## src/rtl/lnk_frame_pkg.sv

```systemverilog
package lnk_frame_pkg;
    localparam int PAY_W    = 104;
    localparam int CRC_W    = 16;
    localparam int CODE_W   = 128;
    localparam int CHK_W    = 7;
    localparam int FLAG_IDX = 103;
    localparam logic [15:0] CRC_POLY = 16'h1021;
    localparam logic [15:0] CRC_SEED = 16'hFFFF;

    typedef struct packed {
        logic              valid;
        logic              rpt_pend;
        logic              err_pend;
        logic [CODE_W-1:0] frame;
    } tx_state_t;
endpackage

```

## src/rtl/lnk_crc_gen.sv

```systemverilog
module lnk_crc_gen #(
    parameter int          DATA_W = 104,
    parameter int          CRC_W  = 16,
    parameter logic [15:0] POLY   = 16'h1021,
    parameter logic [15:0] SEED   = 16'hFFFF
) (
    input  logic [DATA_W-1:0] data_i,
    output logic [CRC_W-1:0]  crc_o
);
    logic [CRC_W-1:0] acc;
    logic             fb;

    // Bit-serial recurrence unrolled into one combinational cone, MSB first.
    always_comb begin
        acc = SEED[CRC_W-1:0];
        fb  = 1'b0;
        for (int i = DATA_W - 1; i >= 0; i--) begin
            fb  = acc[CRC_W-1] ^ data_i[i];
            acc = {acc[CRC_W-2:0], 1'b0};
            if (fb) acc = acc ^ POLY[CRC_W-1:0];
        end
        crc_o = acc;
    end
endmodule

```

## src/rtl/lnk_secded_enc.sv

```systemverilog
module lnk_secded_enc #(
    parameter int DATA_W = 120,
    parameter int CODE_W = 128,
    parameter int CHK_W  = 7
) (
    input  logic [DATA_W-1:0] data_i,
    output logic [CODE_W-1:0] code_o
);
    function automatic logic is_pow2(input int v);
        return (v & (v - 1)) == 0;
    endfunction

    function automatic logic [CODE_W-1:0] cover_mask(input int j);
        logic [CODE_W-1:0] m;
        m = '0;
        for (int p = 1; p < CODE_W; p++) m[p] = ((p >> j) & 1) == 1;
        return m;
    endfunction

    logic [CODE_W-1:0] body;
    logic [CHK_W-1:0]  chk;

    // Scatter data bits over the non-power-of-two positions.
    always_comb begin
        int k;
        k    = 0;
        body = '0;
        for (int p = 1; p < CODE_W; p++) begin
            if (!is_pow2(p)) begin
                body[p] = data_i[k];
                k++;
            end
        end
    end

    // One parity tree per check position.
    for (genvar j = 0; j < CHK_W; j++) begin : g_chk
        localparam logic [CODE_W-1:0] MASK = cover_mask(j);
        assign chk[j] = ^(body & MASK);
    end

    always_comb begin
        code_o = body;
        for (int j = 0; j < CHK_W; j++) code_o[1 << j] = chk[j];
        code_o[0] = ^code_o[CODE_W-1:1];
    end
endmodule

```

## src/rtl/lnk_frame_tx.sv

```systemverilog
module lnk_frame_tx
    import lnk_frame_pkg::*;
#(
    parameter int PAYLOAD_W = PAY_W,
    parameter int CHECK_W   = CRC_W,
    parameter int FRAME_W   = CODE_W,
    parameter int HAM_W     = CHK_W,
    parameter int FLAG_BIT  = FLAG_IDX
) (
    input  logic                 clk,
    input  logic                 rst_n,
    input  logic [PAYLOAD_W-1:0] pay_i,
    input  logic                 rx_err_i,
    input  logic                 rpt_req_i,
    output logic                 frm_valid_o,
    input  logic                 frm_ready_i,
    output logic [FRAME_W-1:0]   frm_data_o
);
    localparam int DATA_W = PAYLOAD_W + CHECK_W;

    logic [PAYLOAD_W-1:0] pay_eff;
    logic [CHECK_W-1:0]   crc;
    logic [FRAME_W-1:0]   fresh_cw;
    logic                 flag_now;
    logic                 accept;
    logic                 want_rpt;

    typedef struct packed {
        logic               valid;
        logic               rpt_pend;
        logic               err_pend;
        logic [FRAME_W-1:0] frame;
    } st_t;

    st_t st_d, st_q;

    assign flag_now = st_q.err_pend | rx_err_i;

    always_comb begin
        pay_eff           = pay_i;
        pay_eff[FLAG_BIT] = flag_now;
    end

    lnk_crc_gen #(
        .DATA_W (PAYLOAD_W),
        .CRC_W  (CHECK_W),
        .POLY   (CRC_POLY),
        .SEED   (CRC_SEED)
    ) crc_i (
        .data_i (pay_eff),
        .crc_o  (crc)
    );

    lnk_secded_enc #(
        .DATA_W (DATA_W),
        .CODE_W (FRAME_W),
        .CHK_W  (HAM_W)
    ) enc_i (
        .data_i ({pay_eff, crc}),
        .code_o (fresh_cw)
    );

    assign accept   = st_q.valid & frm_ready_i;
    assign want_rpt = st_q.rpt_pend | rpt_req_i;

    always_comb begin
        st_d = st_q;
        if (!st_q.valid) begin
            // First slot after reset: nothing to replay yet.
            st_d.valid    = 1'b1;
            st_d.frame    = fresh_cw;
            st_d.err_pend = 1'b0;
            st_d.rpt_pend = want_rpt;
        end else if (accept && want_rpt) begin
            // The register already holds the frame just taken: keep it.
            st_d.rpt_pend = 1'b0;
            st_d.err_pend = flag_now;
        end else if (accept) begin
            st_d.frame    = fresh_cw;
            st_d.err_pend = 1'b0;
        end else begin
            st_d.rpt_pend = want_rpt;
            st_d.err_pend = flag_now;
        end
    end

    always_ff @(posedge clk) begin
        if (!rst_n) st_q <= '0;
        else        st_q <= st_d;
    end

    assign frm_valid_o = st_q.valid;
    assign frm_data_o  = st_q.frame;
endmodule

```

## config.mk

```make
export PLATFORM = sky130hd
export DESIGN_NAME = lnk_frame_tx
export DESIGN_NICKNAME = d
export VERILOG_FILES = /design/src/rtl/lnk_frame_pkg.sv /design/src/rtl/lnk_crc_gen.sv /design/src/rtl/lnk_secded_enc.sv /design/src/rtl/lnk_frame_tx.sv
export SDC_FILE = /design/constraint.sdc
export NUM_CORES = 1
export LEC_CHECK = 0
export ABC_AREA = 1
export BUFFER_PORTS_ARGS = -buffer_cell sky130_fd_sc_hd__buf_2
export CAP_MARGIN = 25
export CORE_MARGIN = 2
export CORE_UTILIZATION = 35
export DETAILED_ROUTE_END_ITERATION = 10
export GPL_TIMING_DRIVEN = 0
export PLACE_DENSITY = 0.52
export SLEW_MARGIN = 15
export SYNTH_ARGS = -nofsm -noshare
export SYNTH_HDL_FRONTEND = slang
export SYNTH_SLANG_ARGS = --single-unit
export TNS_END_PERCENT = 30
```

## constraint.sdc

```tcl
create_clock -name clk -period 6.26 [get_ports clk]
set_input_delay 0.313 -clock clk [delete_from_list [all_inputs] [get_ports clk]]
set_output_delay 0.313 -clock clk [all_outputs]
set_load 0.05 [all_outputs]
```

==> impl_metrics.env, run 1 <==
export IMPL_status="finished with violations"
export IMPL_violations="setup timing"
export IMPL_place_ws_ns=-1.00
export IMPL_ys_ff_latch=131
export IMPL_endpoint_kind="flip-flop"
export IMPL_gp_congestion=0.929
export IMPL_drive_gt1_share_pct=37.1
export IMPL_netlist_area_mm2=0.0152
export IMPL_finalWirelength_um=53900
export IMPL_synth_top_area_cell="dfxtp_1"
export IMPL_cts_sinks=131
export IMPL_initial_core_util_pct=35.4
export IMPL_antenna_found_initial=2
export IMPL_crit_type="reg -> reg"
export IMPL_max_stage_delay_ns=0.34
export IMPL_post_dp_hpwl_um=43800
export IMPL_grt_max_degree=17
export IMPL_htreeDepth=4
export IMPL_rsz0062_at_grt="true"
export IMPL_syn_num_nets=2493
export IMPL_ys_warnings_count=0
export IMPL_cpMostUsedCell="nand2_4"
export IMPL_crit_slowest_cell="dfxtp_2"
export IMPL_path_clk_slew_ns=0.08
export IMPL_overflow=0
export IMPL_io_pins=238
export IMPL_vias=15618
export IMPL_num_rows=76
export IMPL_synth_area_leaders="dfxtp_1 (17%), nand2_1 (15%), xnor2_1 (11%), nand3_1 (9.8%), xor2_1 (7.0%)"
export IMPL_fin_skew_ns=0.0148
export IMPL_firstDrtPassIters=5
export IMPL_fin_crit_ns=6.60
export IMPL_cp_start_kind="flip-flop"
export IMPL_core_region_area_mm2=0.0430
export IMPL_layout_setup_ws_ns=-0.340
export IMPL_cts_root_buf="clkbuf_16"
export IMPL_drtIter0Drc=788
export IMPL_syn_avg_cell_area_um2=6.38
export IMPL_syn_inst=2384
export IMPL_placed_area_mm2=0.0169
export IMPL_path_max_fanout=5
export IMPL_fill_cells=4532
export IMPL_synth_main_ff_cell="dfxtp_1"
export IMPL_layout_area_overhead_vs_synth_pct=30.9
export IMPL_final_cell_area_mm2=0.0199
export IMPL_clk_path_buf_depth=2
export IMPL_postSynth_asyncResetShare_pct=0
export IMPL_hold_viol_final=0
export IMPL_crit_arrival_ns=6.96
export IMPL_synth_edf_count=0
export IMPL_synth_most_common_cell="nand2_1"
export IMPL_synth_cell_type_count=31
export IMPL_crit_required_ns=6.62
export IMPL_die_x_um=213
export IMPL_viasPerCell=4.81
export IMPL_final_max_slew_violation_count=0
export IMPL_synth_common_cells="nand2_1 (612), nand3_1 (299), inv_1 (250)"
export IMPL_fmax_mhz=152
export IMPL_hp_class="in -> reg"
export IMPL_wl_per_cell_um=16.6
export IMPL_grt_pass1_wl_um=80300
export IMPL_cts_tree="built"
export IMPL_die_h_um=213
export IMPL_fin_crit_sh_pct=105
export IMPL_worst_pin_slew_ns=0.706
export IMPL_track_usage_pct=23.4
export IMPL_io_buffers=197
export IMPL_numCtsBuffers=17
export IMPL_drcViolationCount=0
export IMPL_fin_setup_tns_ns=-0.340
export IMPL_ant_nets=0
export IMPL_grt_pass1_vias=14543
export IMPL_clkLatencyLatePin_ns=0.47
export IMPL_layout_nets=2757
export IMPL_synth_top_area_share_pct=17.2
export IMPL_ys_seq_area_share_pct=17.2
export IMPL_fp_dieArea_mm2=0.0452
export IMPL_slew_headroom_pct=53.0
export IMPL_maxCapViolCount=0
export IMPL_setup_viol=1
-- final cells by class --
| type | instances | area (um2) | share of cell area [%] |
|---|---|---|---|
| Antenna cell | 3 | 7.51 | 0.0377 |
| Buffer | 207 | 1300 | 6.52 |
| Clock buffer | 18 | 439 | 2.21 |
| Clock inverter | 14 | 129 | 0.647 |
| Inverter | 284 | 1080 | 5.40 |
| Multi-Input combinational cell | 1762 | 12200 | 61.2 |
| Sequential cell | 131 | 2620 | 13.2 |
| Tap cell | 585 | 732 | 3.68 |
| Timing Repair Buffer | 245 | 1430 | 7.17 |
-- critical path: cells and delay by family (launching register included) --
family | cells | cell delay [ns]
xor gates and xnor gates | 1 | 0.16
and+or+nand+nor | 58 | 5.16
buffers and inverters | 8 | 0.79
DFF | 1 | 0.34
-- metrics by stage --
| stage | util, % | hold WS [ns] | std cells |
|---|---|---|---|
| 2_1_floorplan | - | 0.341 | 2384 |
| 3_3_place_gp | 39.4 | 0.453 | 3166 |
| 3_5_place_dp | 39.4 | 0.461 | 3166 |
| 4_1_cts | 42.1 | 0.108 | 3215 |
| 5_1_grt | 46.3 | 0.133 | 3248 |
| 6_report | 46.3 | 0.140 | 3249 |
-- state kept, by name, indices dropped and copies added (netlist names) --
name and cells:
st_q 2, frm_data_o 128, frm_valid_o 1
-- what timing repair did --
action                                 in CTS  in global routing
gates resized for setup                    98                361
hold buffers                                2                  0
setup endpoints to repair                   6                  7
pin swaps                                  36                144
buffers inserted                           15                 31
endpoints found under the hold margin       2                  0
-- layer usage --
layer | GRT usage (%) | routed length [um]
met3 | 3.74 | 2230
met5 | 0 | 0
met2 | 39.3 | 26200
met1 | 30.9 | 24700
met4 | 6.49 | 812
-- final timing paths --
path | start | slack, ns | endpoint | cells after the start
worst min-delay path | pay_i[6] | 0.14 | frm_data_o[28]$_SDFFE_PN0P_ | 3
worst max register to register | st_q[128]$_SDFF_PN0_ | -0.34 | frm_data_o[0]$_SDFFE_PN0P_ | 67
worst max-delay path | st_q[128]$_SDFF_PN0_ | -0.34 | frm_data_o[0]$_SDFFE_PN0P_ | 67
worst min register to register | frm_valid_o$_DFF_P_ | 0.47 | st_q[129]$_SDFFE_PN0P_ | 1
-- layout by cell type (no fill, tap or decap), types with 58 or more instances in the layout --
cell type,count
a21oi_1,97
buf_2,203
buf_4,172
clkbuf_1,59
dfxtp_1,130
inv_1,221
inv_2,58
nand2_1,457
nand2_2,174
nand2_4,164
nand3_1,236
nand3_2,66
nand3_4,65
o21ai_0,126
xnor2_1,187
xor2_1,114
-- logic make-up after synthesis --
kind of cell	Yosys count	share of synthesized area (%)
AOI/OAI and AO/OA	229	7.58
xor gates and xnor gates	315	18.4
buffers and inverters	491	15.5
DFF	131	17.2
and+or+nand+nor	1218	41.2
Power of run 1 is not shown: default switching activity piles up to over one toggle a cycle in this logic, so the estimate is an artifact.
==> run 2: changes to the inputs <==
--- a/config.mk
+++ b/config.mk
@@ -8,11 +8,13 @@
 export ABC_AREA = 1
 export BUFFER_PORTS_ARGS = -buffer_cell sky130_fd_sc_hd__buf_2
 export CAP_MARGIN = 25
+export CELL_PAD_IN_SITES_DETAIL_PLACEMENT = 0
+export CELL_PAD_IN_SITES_GLOBAL_PLACEMENT = 1
 export CORE_MARGIN = 2
-export CORE_UTILIZATION = 35
+export CORE_UTILIZATION = 40
 export DETAILED_ROUTE_END_ITERATION = 10
 export GPL_TIMING_DRIVEN = 0
-export PLACE_DENSITY = 0.52
+export PLACE_DENSITY = 0.78
 export SLEW_MARGIN = 15
 export SYNTH_ARGS = -nofsm -noshare
 export SYNTH_HDL_FRONTEND = slang
==> impl_metrics.env, run 2 (synthesis gave the netlist of run 1 again) <==
export IMPL_status="finished with violations"
export IMPL_violations="setup timing"
export IMPL_critical_path_top_delay_family="simple AND/OR/NAND/NOR gates"
export IMPL_crit_type="reg -> reg"
export IMPL_die_h_um=199
export IMPL_core_region_area_mm2=0.0376
export IMPL_finalWirelength_um=53500
export IMPL_layout_nets=2782
export IMPL_die_x_um=199
export IMPL_fmax_mhz=153
export IMPL_layout_area_overhead_vs_synth_pct=32.0
export IMPL_path_clk_slew_ns=0.07
export IMPL_io_pins=238
export IMPL_met3_usage_pct=3.48
export IMPL_fin_setup_tns_ns=-0.288
export IMPL_grt_pass1_vias=14664
export IMPL_gp_congestion=0.944
export IMPL_post_dp_hpwl_um=43200
export IMPL_hp_class="in -> reg"
export IMPL_drcViolationCount=0
export IMPL_grt_met1_usage_pct=34.9
export IMPL_htreeDepth=4
export IMPL_rsz0062_at_grt="true"
export IMPL_largest_register_ffs=128
export IMPL_worstSetupStartpoint="st_q[128]$_SDFF_PN0_"
export IMPL_wl_per_cell_um=16.7
export IMPL_max_stage_delay_ns=0.34
export IMPL_worst_pin_slew_ns=0.798
export IMPL_ant_nets=0
export IMPL_crit_slowest_cell="dfxtp_2"
export IMPL_crit_arrival_ns=6.89
export IMPL_num_rows=71
export IMPL_initial_core_util_pct=40.5
export IMPL_cpMostUsedCell="nand2_4"
export IMPL_met2_usage_pct=44.7
export IMPL_crit_end="frm_data_o[0]$_SDFFE_PN0P_"
export IMPL_fin_crit_sh_pct=105
export IMPL_r2r_start="st_q[128]$_SDFF_PN0_"
export IMPL_endpoint_kind="flip-flop"
export IMPL_final_cell_mix="nand2_1 (449), nand3_1 (228), inv_1 (228)"
export IMPL_vias=15835
export IMPL_layout_setup_ws_ns=-0.288
export IMPL_final_max_slew_violation_count=0
export IMPL_viasPerCell=4.95
export IMPL_clkLatencyLatePin_ns=0.46
export IMPL_path_max_fanout=5
export IMPL_fin_skew_ns=0.0120
export IMPL_grt_max_degree=17
export IMPL_drtIter0Drc=921
export IMPL_overflow=0
export IMPL_cts_sinks=131
export IMPL_timing_hold_ws_ns=0.0576
export IMPL_drive_gt1_share_pct=38.0
export IMPL_fp_dieArea_mm2=0.0396
export IMPL_hold_viol_final=0
export IMPL_gr_max_usage_layer="met2"
export IMPL_final_common_cell="nand2_1"
export IMPL_cts_root_buf="clkbuf_16"
export IMPL_fill_cells=3760
export IMPL_firstDrtPassIters=6
export IMPL_reg2regPathDepth=66
export IMPL_clk_path_buf_depth=2
export IMPL_cp_num_buf_inv=7
export IMPL_setup_viol=1
export IMPL_cts_tree="built"
export IMPL_fin_crit_ns=6.55
export IMPL_slew_headroom_pct=46.8
export IMPL_r2r_slack_ns=-0.29
export IMPL_crit_required_ns=6.61
export IMPL_cp_start_kind="flip-flop"
export IMPL_path_depth=66
export IMPL_track_usage_pct=26.7
export IMPL_antenna_found_initial=0
export IMPL_grt_pass1_wl_um=80400
export IMPL_maxCapViolCount=0
export IMPL_reg2reg_to="frm_data_o[0]$_SDFFE_PN0P_"
export IMPL_numCtsBuffers=17
export IMPL_io_buffers=197
[run 2: cell count changes in the layout (fill, tap and decap cells not counted), moves of 4 or more]
| cell | previous run | this run |
|---|---|---|
| nand2_4 | 164 | 157 |
| xor2_2 | 7 | 11 |
| inv_2 | 58 | 52 |
| nand3_2 | 66 | 77 |
| clkbuf_1 | 59 | 63 |
| xor2_1 | 114 | 110 |
| buf_4 | 172 | 196 |
| inv_1 | 221 | 228 |
| nand2_2 | 174 | 188 |
| inv_8 | 4 | 0 |
| nand3_1 | 236 | 228 |
| nand2_1 | 457 | 449 |
[run 2: repair_timing]
action	4_1_cts	5_1_grt
hold endpoints to repair	1	0
setup buffers	49	20
hold buffers	1	0
endpoints found under the setup margin	6	6
cloned	0	0
pin swaps	119	125
gates resized for setup	275	189
[run 2: worst min-delay path by stage]
stage | endpoint | slack, ns | cells after the start | startpoint
final | st_q[129]$_SDFFE_PN0P_ | 0.06 | 2 | frm_ready_i
after global routing | st_q[129]$_SDFFE_PN0P_ | 0.07 | 2 | frm_ready_i
after CTS | st_q[129]$_SDFFE_PN0P_ | 0.04 | 2 | frm_ready_i
after detailed placement | frm_valid_o$_DFF_P_ | 0.46 | 1 | rst_n
after global placement | st_q[129]$_SDFFE_PN0P_ | 0.46 | 1 | frm_valid_o$_DFF_P_
after floorplan | frm_valid_o$_DFF_P_ | 0.34 | 0 | rst_n
[run 2: metal layers]
metal	vias up	wire length, um	part of all wire [%]
li1	7951	-	-
met2	390	25600	48
met5	-	0	0
met3	79	2520	4.7
met1	7415	24000	45
met4	0	1470	2.7
[run 2: per-stage QoR]
stage	setup WS (ns)	cells	instance area, um2	util (%)
final	-0.288	3198	20100	53.4
after global routing	-0.796	3197	20100	53.4
after global placement	-0.876	3092	16800	44.8
after detailed placement	-0.997	3095	16900	44.9
after CTS	-0.236	3177	19100	50.8
after floorplan	0.623	2384	15200	-
[run 2: worst reg2reg max path, delay by kind of cell (launching register included)]
family,cells,cell delay [ns]
simple gates,58,5.14
xor+xnor,1,0.16
flops,1,0.34
buf+inv,7,0.80
[run 2: final cells by class]
cell class | instances | area [um2] | share of cell area, %
Multi-Input combinational cell | 1762 | 12200 | 60.9
Sequential cell | 131 | 2620 | 13.1
Timing Repair Buffer | 270 | 1620 | 8.07
Buffer | 207 | 1290 | 6.44
Inverter | 284 | 1070 | 5.35
Tap cell | 511 | 639 | 3.18
Clock buffer | 19 | 443 | 2.21
Clock inverter | 13 | 149 | 0.741
Antenna cell | 1 | 2.50 | 0.0125
Power of run 2 is left out for the same reason.
